[src/rtl/pin_sampler_pkg.sv]
package pin_sampler_pkg;
  typedef struct packed {
    logic en;
    logic cont;
    logic trig_sel;
  } ps_cfg_t;
endpackage

[src/rtl/ps_sync.sv]
module ps_sync #(
  parameter int STAGES = 2
) (
  input  logic clk_i,
  input  logic rst_ni,
  input  logic d_i,
  output logic q_o
);
  logic [STAGES-1:0] chain_q;

  generate
    for (genvar g = 0; g < STAGES; g++) begin : g_stage
      if (g == 0) begin : g_first
        always_ff @(posedge clk_i or negedge rst_ni)
          if (!rst_ni) chain_q[g] <= 1'b0;
          else         chain_q[g] <= d_i;
      end else begin : g_next
        always_ff @(posedge clk_i or negedge rst_ni)
          if (!rst_ni) chain_q[g] <= 1'b0;
          else         chain_q[g] <= chain_q[g-1];
      end
    end
  endgenerate

  assign q_o = chain_q[STAGES-1];
endmodule

[src/rtl/ps_fifo.sv]
module ps_fifo #(
  parameter int DEPTH = 32,
  localparam int AW = $clog2(DEPTH),
  localparam int CW = AW + 1
) (
  input  logic          clk_i,
  input  logic          rst_ni,
  input  logic          clr_i,
  input  logic          push_i,
  input  logic          din_i,
  input  logic          rd_i,
  output logic          dout_o,
  output logic          empty_o,
  output logic          full_o,
  output logic [CW-1:0] count_o,
  output logic          ovf_o,
  output logic          will_full_o
);
  localparam logic [CW-1:0] FULL_CNT = CW'(DEPTH);

  logic [DEPTH-1:0] mem_q;
  logic [AW-1:0]    wptr_q, rptr_q;
  logic [CW-1:0]    cnt_q, cnt_d;
  logic             ovf_q;
  logic             rd_eff, evict;

  assign empty_o = (cnt_q == '0);
  assign full_o  = (cnt_q == FULL_CNT);
  assign rd_eff  = rd_i && !empty_o;
  assign evict   = push_i && full_o && !rd_eff;

  always_comb begin
    cnt_d = cnt_q;
    if (clr_i)                                cnt_d = '0;
    else if (push_i && !rd_eff && !full_o)    cnt_d = cnt_q + 1'b1;
    else if (!push_i && rd_eff)               cnt_d = cnt_q - 1'b1;
  end

  assign will_full_o = !clr_i && (cnt_d == FULL_CNT);

  always_ff @(posedge clk_i or negedge rst_ni) begin
    if (!rst_ni) begin
      wptr_q <= '0;
      rptr_q <= '0;
      cnt_q  <= '0;
      ovf_q  <= 1'b0;
      mem_q  <= '0;
    end else if (clr_i) begin
      wptr_q <= '0;
      rptr_q <= '0;
      cnt_q  <= '0;
      ovf_q  <= 1'b0;
    end else begin
      cnt_q <= cnt_d;
      if (push_i) begin
        mem_q[wptr_q] <= din_i;
        wptr_q        <= wptr_q + 1'b1;
      end
      if (rd_eff || evict) rptr_q <= rptr_q + 1'b1;
      if (evict) ovf_q <= 1'b1;
    end
  end

  assign dout_o  = mem_q[rptr_q];
  assign count_o = cnt_q;
  assign ovf_o   = ovf_q;

  AST_CNT_BOUND: assert property (@(posedge clk_i) disable iff (!rst_ni)
    cnt_q <= FULL_CNT);
  AST_EMPTY_RD: assert property (@(posedge clk_i) disable iff (!rst_ni)
    (empty_o && rd_i && !push_i && !clr_i) |=> empty_o);
  AST_EVICT_HOLD: assert property (@(posedge clk_i) disable iff (!rst_ni)
    (evict && !clr_i) |=> (full_o && ovf_q));
endmodule

[src/rtl/ps_ctrl.sv]
module ps_ctrl
  import pin_sampler_pkg::*;
(
  input  logic clk_i,
  input  logic rst_ni,
  input  logic we_i,
  input  ps_cfg_t wcfg_i,
  input  logic trig_i,
  input  logic will_full_i,
  output logic push_o,
  output logic clr_o,
  output logic active_o,
  output logic cont_o
);
  logic active_q, active_d;
  logic cont_q, cont_d;
  logic tsel_q, tsel_d;

  always_comb begin
    active_d = we_i ? wcfg_i.en       : active_q;
    cont_d   = we_i ? wcfg_i.cont     : cont_q;
    tsel_d   = we_i ? wcfg_i.trig_sel : tsel_q;
    if (active_d && !cont_d && will_full_i) active_d = 1'b0;
  end

  always_ff @(posedge clk_i or negedge rst_ni) begin
    if (!rst_ni) begin
      active_q <= 1'b0;
      cont_q   <= 1'b0;
      tsel_q   <= 1'b0;
    end else begin
      active_q <= active_d;
      cont_q   <= cont_d;
      tsel_q   <= tsel_d;
    end
  end

  assign push_o   = active_q && (tsel_q ? trig_i : 1'b1);
  assign clr_o    = we_i && !wcfg_i.en;
  assign active_o = active_q;
  assign cont_o   = cont_q;

  AST_START: assert property (@(posedge clk_i) disable iff (!rst_ni)
    (we_i && wcfg_i.en && !will_full_i) |=> active_q);
  AST_TRIG_GATE: assert property (@(posedge clk_i) disable iff (!rst_ni)
    (tsel_q && !trig_i) |-> !push_o);
endmodule

[src/rtl/pin_sampler.sv]
module pin_sampler
  import pin_sampler_pkg::*;
#(
  parameter int DEPTH = 32,
  parameter int SYNC_STAGES = 2,
  localparam int CW = $clog2(DEPTH) + 1
) (
  input  logic          clk_i,
  input  logic          rst_ni,
  input  logic          ctl_we_i,
  input  logic          ctl_en_i,
  input  logic          ctl_cont_i,
  input  logic          ctl_trig_sel_i,
  input  logic          trig_i,
  input  logic          pin_i,
  input  logic          rd_i,
  output logic          rd_data_o,
  output logic          empty_o,
  output logic          full_o,
  output logic [CW-1:0] count_o,
  output logic          overflow_o,
  output logic          active_o
);
  ps_cfg_t wcfg;
  logic    pin_s, push, clr, will_full, cont;

  assign wcfg = '{en: ctl_en_i, cont: ctl_cont_i, trig_sel: ctl_trig_sel_i};

  ps_sync #(.STAGES(SYNC_STAGES)) u_sync (
    .clk_i (clk_i), .rst_ni(rst_ni), .d_i(pin_i), .q_o(pin_s)
  );

  ps_ctrl u_ctrl (
    .clk_i      (clk_i),
    .rst_ni     (rst_ni),
    .we_i       (ctl_we_i),
    .wcfg_i     (wcfg),
    .trig_i     (trig_i),
    .will_full_i(will_full),
    .push_o     (push),
    .clr_o      (clr),
    .active_o   (active_o),
    .cont_o     (cont)
  );

  ps_fifo #(.DEPTH(DEPTH)) u_fifo (
    .clk_i      (clk_i),
    .rst_ni     (rst_ni),
    .clr_i      (clr),
    .push_i     (push),
    .din_i      (pin_s),
    .rd_i       (rd_i),
    .dout_o     (rd_data_o),
    .empty_o    (empty_o),
    .full_o     (full_o),
    .count_o    (count_o),
    .ovf_o      (overflow_o),
    .will_full_o(will_full)
  );

  AST_SINGLE_STOP: assert property (@(posedge clk_i) disable iff (!rst_ni)
    (full_o && !cont) |-> !active_o);
  AST_FLUSH: assert property (@(posedge clk_i) disable iff (!rst_ni)
    (ctl_we_i && !ctl_en_i) |=> (empty_o && !overflow_o && !active_o));
  AST_OVF_CONT: assert property (@(posedge clk_i) disable iff (!rst_ni)
    $rose(overflow_o) |-> $past(cont));
  AST_FLAGS: assert property (@(posedge clk_i) disable iff (!rst_ni)
    !(empty_o && full_o));
endmodule

[config.mk]
export PLATFORM = sky130hd
export DESIGN_NAME = pin_sampler
export DESIGN_NICKNAME = d
export VERILOG_FILES = /design/src/rtl/pin_sampler_pkg.sv /design/src/rtl/ps_sync.sv /design/src/rtl/ps_fifo.sv /design/src/rtl/ps_ctrl.sv /design/src/rtl/pin_sampler.sv
export SDC_FILE = /design/constraint.sdc
export NUM_CORES = 1
export LEC_CHECK = 0
export ABC_AREA = 1
export CORE_ASPECT_RATIO = 0.8
export CORE_MARGIN = 8
export CORE_UTILIZATION = 35
export DETAILED_ROUTE_END_ITERATION = 16
export DONT_BUFFER_PORTS = 1
export GPL_TIMING_DRIVEN = 0
export SKIP_CTS_REPAIR_TIMING = 1
export SLEW_MARGIN = 20
export SYNTH_ARGS = -nofsm -noshare
export SYNTH_HDL_FRONTEND = slang
export SYNTH_SLANG_ARGS = --single-unit
[constraint.sdc]
create_clock -name clk_i -period 2.2 [get_ports clk_i]
set_input_delay 0.11 -clock clk_i [delete_from_list [all_inputs] [get_ports clk_i]]
set_output_delay 0.11 -clock clk_i [all_outputs]
set_load 0.1 [all_outputs]
==> results of run 1 <==
==> flip-flops by register name, summed over array words and instances (netlist names) <==
name and count:
u_fifo.wptr_q 5, u_sync.chain_q 1, u_ctrl.tsel_q 1, u_fifo.count_o 6
u_fifo.ovf_o 1, u_ctrl.active_o 1, u_fifo.rptr_q 5, u_sync.q_o 1
u_ctrl.cont_o 1, u_fifo.mem_q 32
==> stage by stage <==
stage          utilization  hold WS [ns]  std cells  cell area [sq um]
3_3_place_gp        0.3773       -0.1827        473               3187
2_1_floorplan            -       -0.1856        361               3047
3_5_place_dp        0.3773       -0.1830        473               3187
6_report            0.4249      0.001323        497               3588
5_1_grt             0.4249       0.02036        497               3588
4_1_cts             0.3942       -0.5261        481               3329
==> kinds of logic (layout without fill, tap and decap cells) <==
kind of cell,count (synthesis),after routing,share of synthesized area
and+or+nand+nor,131,131,0.2310
AOI/OAI and AO/OA,112,112,0.2083
DFF,54,54,0.4446
buffers and inverters,53,77,0.07451
adders and majority gates,8,8,0.03294
xor gates and xnor gates,3,3,0.008647
==> worst paths after layout <==
| check | slack (ns) | to | depth (start not counted) |
|---|---|---|---|
| setup / recovery | -0.02 | empty_o | 5 |
| hold / removal | 0.001 | u_fifo.ovf_o | 2 |
| setup reg to reg | -0.01 | u_ctrl.active_o | 11 |
| hold reg to reg | 0.36 | u_sync.q_o | 0 |
| max in group asynchronous | 1.62 | u_fifo.count_o[1] | 2 |
| min in group asynchronous | 0.31 | u_fifo.rptr_q[3] | 2 |
==> where the power goes <==
part           switching (mW)  leakage (nW)  total, mW  internal [mW]
clock network           0.338        0.0714      0.824          0.486
logic                    1.46         0.885       2.32          0.864
registers               0.674         0.700       1.93           1.26
==> cells in the final DEF (no fill, tap or decap), types with 5 or more instances in the layout <==
master     n
nor2_2     6
buf_4     15
o21ai_1    6
nand3_2    5
inv_1     33
clkbuf_8   6
ha_1       7
nor2_1    31
dfrtp_4    6
o21ai_0   24
nand2_1   44
nor2_4     6
nand2_2    7
dfrtp_1   47
nand3_1   13
a21oi_1   38
a31oi_1   33
nand4_1    6
==> routing by layer <==
metal	share of wire	vias up
li1	-	1287
met1	0.50	1309
met2	0.44	78
met3	0.052	8
met4	0.011	0
met5	0	-
==> cell type report <==
type / count / area, sq um
tap: 112 / 140.1
clock buffer: 6 / 82.58
timing repair buffer: 16 / 150.1
inverter: 40 / 172.7
multi-input combinational: 254 / 1511
clock inverter: 2 / 60.06
fill: 840 / 4857
sequential: 54 / 1375
buffer: 13 / 96.34
==> impl_metrics.toml, run 1 <==
[floorplan]
dieWidth_microns = 120.2
rows = 30
die_h_microns = 99.35
fp.coreArea_sq_mm = 0.008446
io_pins = 20
start_util = 0.3599
die-area_sq_mm = 0.01194

[setup_path]
r2r-start = "u_fifo.count_o[1]"
max_stage_delay_ns = 0.65
worstPathArrival_ns = 2.11
required_ns = 2.09
cp-end-kind = "primary output"
critPathTopFamily = "buffers and inverters"
crit_start = "u_fifo.count_o[1]"
crit_buf_inv = 3
cp_max_fo = 7
worstPathCellList = "inv_4 > ha_4 > buf_4 > nand3_4 > inv_1"
start_kind = "register"
path_class = "reg2out"
cp_slowest_cell = "dfrtp_4"

[placement]
io_buffers = 0
dp_slack_ns = -0.2554
gp_congestion = 0.8321
dpl.hpwl_mm = 5.323

[sta]
slew_violations = 0
final-setup-viol-count = 2
setup-tns-final_ns = -0.03339
min_period_over_period = 1.011
rsz0062_at_grt = "yes"
hold_viol = 0
max_freq_mhz = 449.7
slew_headroom = 0.3834
setup_ws_ns = -0.02361
fin_crit_ns = 2.224
worstMarginPinSlew_ns = 0.9248
final.setup_skew_ns = 0.01284

[synth]
synthFlopType = "dfrtp_1"
synth.area.top_cells = "dfrtp_1 44%, a31oi_1 6.8%, a21oi_1 6.3%"
synth_seq_cells = 54
async_reset_ff_frac = 1.000
synth_nets = 378
synthCells = 361
synthMostInstantiatedCell = "dfrtp_1"
synth_edf_count = 0
yosys.area.top_type = "dfrtp_1"
synth_area_sq_mm = 0.003039
ys_warn_count = 0
yosys.area.top_type_share = 0.4446
ys_seq_area_frac = 0.4446
avgSynthCellArea_sq_um = 8.419
yosys-top-cells-count = "54 x dfrtp_1, 48 x nand2_1, 38 x a21oi_1, 37 x inv_1, 33 x a31oi_1"
synthDistinctLibCells = 34

[pwr]
p_leak_nw = 1.656
power_density_mw_per_mm2 = 1415
peakVddDrop_mv = 0.9484
totalPowerFinal_mw = 5.079

[routing]
wl_per_cell_microns = 15.80
via_per_inst = 5.396
drc = 0
vias = 2682
drt-total-wl_mm = 7.854
dr.pass1.iters = 4
drt_iter0_markers = 190
antenna_left = 0

[clocking]
numCtsBuffers = 5
clockRootBuffer = "clkbuf_8"
clkTransAtPathRegs_ns = 0.10
cts_num_sinks = 54
clkLatencyLatePin_ns = 0.31
cts_max_level = 2
clk_path_buf_depth = 2
cts_tree = "built"

[global_route]
use_met2 = 0.1792
grt_overflow = 0
antenna_found_initial = 0
grt_max_degree = 55
top_usage_layer = "met1"
grt_pass1_vias = 2342
grt_pass1_wl_mm = 12.65
grt_use_total = 0.1302
met1_usage = 0.2003
grtUsageMet3 = 0.02265

[worst_hold_path]
hp-class = "in2reg"
worstHoldStart = "ctl_en_i"

[outcome]
status = "finished, violations left"
failed_checks = "setup timing"

[finish]
antenna_cells = 0
finalNetCount = 401
area_delta_synth_final_pct = 18.07
drive_gt1_frac = 0.2156

[job]
drv_cap = 0
No activity file was read; power rests on OpenSTA's default activity.
==> run 2, diff against run 1 <==
--- a/config.mk
+++ b/config.mk
@@ -5,15 +5,15 @@
 export SDC_FILE = /design/constraint.sdc
 export NUM_CORES = 1
 export LEC_CHECK = 0
-export ABC_AREA = 1
+export ABC_AREA = 0
 export CORE_ASPECT_RATIO = 0.8
 export CORE_MARGIN = 8
-export CORE_UTILIZATION = 35
+export CORE_UTILIZATION = 45
 export DETAILED_ROUTE_END_ITERATION = 16
 export DONT_BUFFER_PORTS = 1
 export GPL_TIMING_DRIVEN = 0
 export SKIP_CTS_REPAIR_TIMING = 1
-export SLEW_MARGIN = 20
+export SLEW_MARGIN = 0
 export SYNTH_ARGS = -nofsm -noshare
 export SYNTH_HDL_FRONTEND = slang
 export SYNTH_SLANG_ARGS = --single-unit
==> run 2 against run 1 <==
The run still ends with setup timing left. Register-to-register slack got worse by 0.92 ns. Global-route usage increased by 1.6 points. Via count fell by 24%. Routed wire length is 17% lower. Cell count shrank 26%. Sequential power down 6%. Critical path depth is 6 higher. Power shrank 13%. Largest power group unchanged. Highest routed layer unchanged.
==> impl_metrics.toml, run 2 <==
[outcome]
status = "finished, violations left"
failed_checks = "setup timing"

[clocking]
clk_path_buf_depth = 2
clockRootBuffer = "clkbuf_8"
cts_max_level = 2
cts_tree = "built"
numCtsBuffers = 5
clkLatencyLatePin_ns = 0.31
cts_num_sinks = 54
clkTransAtPathRegs_ns = 0.09

[sta]
setup_ws_ns = -0.9293
fin_crit_ns = 3.129
final.setup_skew_ns = 0.004361
final-setup-viol-count = 16
setup-tns-final_ns = -9.427
slew_headroom = 0.3982
min_period_over_period = 1.422
slew_violations = 0
worstMarginPinSlew_ns = 0.9027
max_freq_mhz = 319.6
rsz0062_at_grt = "yes"
hold_viol = 0

[floorplan]
fp.coreArea_sq_mm = 0.006344
io_pins = 20
rows = 26
start_util = 0.4623
die_h_microns = 88.21
die-area_sq_mm = 0.009373
dieWidth_microns = 106.3

[setup_path]
cp-end-kind = "register"
worstPathArrival_ns = 3.35
path_class = "reg2reg"
cp_max_fo = 5
required_ns = 2.42
start_kind = "register"

[synth]
yosys.area.top_type_share = 0.4608
synthDistinctLibCells = 44
synth.area.top_cells = "dfrtp_1 46%, mux2_2 13%, mux4_2 7.7%"
avgSynthCellArea_sq_um = 11.32
synth_nets = 276
synthCells = 259
ys_warn_count = 0
ys_seq_area_frac = 0.4608
synth_seq_cells = 54
synthMostInstantiatedCell = "dfrtp_1"
synth_area_sq_mm = 0.002933
yosys-top-cells-count = "54 x dfrtp_1, 48 x nor2_1, 35 x mux2_2, 13 x nand2_1"
yosys.area.top_type = "dfrtp_1"
synthFlopType = "dfrtp_1"
async_reset_ff_frac = 1.000
synth_edf_count = 0

[routing]
routed-wl-met3_microns = 221
wl_per_cell_microns = 17.61
met1Wirelength_mm = 3.412
dr_wl_met2_mm = 2.806
vias = 2028
top_layer = "met4"
drt_iter0_markers = 107
drt-total-wl_mm = 6.498
antenna_left = 0
drc = 0
dr.pass1.iters = 5
via_per_inst = 5.496

[global_route]
grt_overflow = 0
grt_pass1_wl_mm = 10.85
grt_use_total = 0.1464
antenna_found_initial = 0
grt_pass1_vias = 2053
grt_max_degree = 55

[finish]
largest-register = "u_fifo.mem_q"
final_cells = 369
fill_cells = 576
drive_gt1_frac = 0.3474
largest_register_ff_count = 32
most-common-layout-cells = "47 x nor2_1, 46 x dfrtp_1, 34 x mux2_2, 12 x nand2_1, 10 x mux4_2"
final_util = 0.5491
stdcell_area_sq_mm = 0.003483
antenna_cells = 0
finalNetCount = 301
final_common_cell = "nor2_1"
area_delta_synth_final_pct = 18.77

[pwr]
p_seq_frac = 0.415
peakVddDrop_mv = 0.5142
power_density_mw_per_mm2 = 1262
pwr-share-comb = 0.454
p_int_mw = 2.364
p_sw_mw = 2.033
p_sw_frac = 0.4624
power_frac_clock = 0.131
p_leak_nw = 1.502

[placement]
io_buffers = 0
dp_slack_ns = -0.9604
place_area_sq_mm = 0.003084
gp_congestion = 0.8166
place_inst = 343
dpl.hpwl_mm = 4.240

[worst_hold_path]
hp-class = "in2reg"

[job]
drv_cap = 0
==> run 2: cell count changes in the layout (fill, tap and decap cells not counted), moves of 9 or more <==
cell,delta
mux2_2,+34
o21ai_0,-19
a31oi_1,-31
nand3_1,-9
a21oi_1,-37
buf_4,-9
mux4_2,+10
nor2_1,+16
nand2_1,-32
inv_1,-28
==> run 2: power by group through the flow <==
stage | Clock (mW) | Sequential [mW] | Combinational, mW
global placement | 0 | 1.81 | 1.51
finish | 0.576 | 1.82 | 2.00
floorplan | 0 | 1.75 | 1.29
detailed placement | 0 | 1.82 | 1.51
global route | 0.626 | 1.85 | 2.15
CTS | 0.597 | 1.80 | 1.52
==> run 2: critical path, stage by stage, from the launching register on <==
cell and delay, ns:
dfrtp_4 0.64, buf_8 0.16, inv_6 0.04, ha_4 0.14
or4b_4 0.20, buf_6 0.12, nand2b_4 0.14, clkinvlp_4 0.46
or4_4 0.70, a31oi_4 0.19, nor4_2 0.07, a31oi_1 0.18
==> run 2: per-stage QoR <==
step / hold slack, ns / power, mW
finish: 0.05612 / 4.397
global route: 0.05637 / 4.632
global placement: -0.1828 / 3.324
CTS: -0.5244 / 3.919
floorplan: -0.1856 / 3.033
detailed placement: -0.1835 / 3.333
==> run 2: worst paths after layout <==
check                                  startpoint  cells past startpoint               to  slack (ns)
worst max-delay path            u_fifo.count_o[1]                     11  u_ctrl.active_o       -0.93
worst min-delay path                     ctl_en_i                      2  u_ctrl.active_o        0.06
worst max register to register  u_fifo.count_o[1]                     11  u_ctrl.active_o       -0.93
worst min register to register  u_sync.chain_q[0]                      0       u_sync.q_o        0.36
max in group asynchronous                  rst_ni                      2  u_ctrl.active_o        1.63
min in group asynchronous                  rst_ni                      2     u_fifo.ovf_o        0.31
==> run 2: layout make-up <==
class / instances / area [sq um] / share of cell area
plain buffers: 13 / 86.33 / 0.02478
clock buffers: 7 / 86.33 / 0.02478
clock inverters: 1 / 5.005 / 0.001437
inverters: 8 / 38.79 / 0.01114
multi-input cells: 184 / 1582 / 0.4540
flip-flops and latches: 54 / 1369 / 0.3930
well taps: 84 / 105.1 / 0.03017
repair buffers: 18 / 211.5 / 0.06070
==> run 2: layer usage <==
layer  global-route usage  vias to the layer above
met5                    0                        -
met1               0.2176                     1036
met2               0.2069                       27
met3              0.03676                        7
met4              0.03185                        0
li1                     -                      958
==> run 2: logic make-up after synthesis <==
logic type,count (synthesis),share of synthesized area
AOI/OAI and AO/OA,23,0.05973
xor gates and xnor gates,12,0.03584
adders and majority gates,8,0.03413
buffers and inverters,21,0.02986
DFF,54,0.4608
muxes,49,0.2291
and+or+nand+nor,92,0.1506
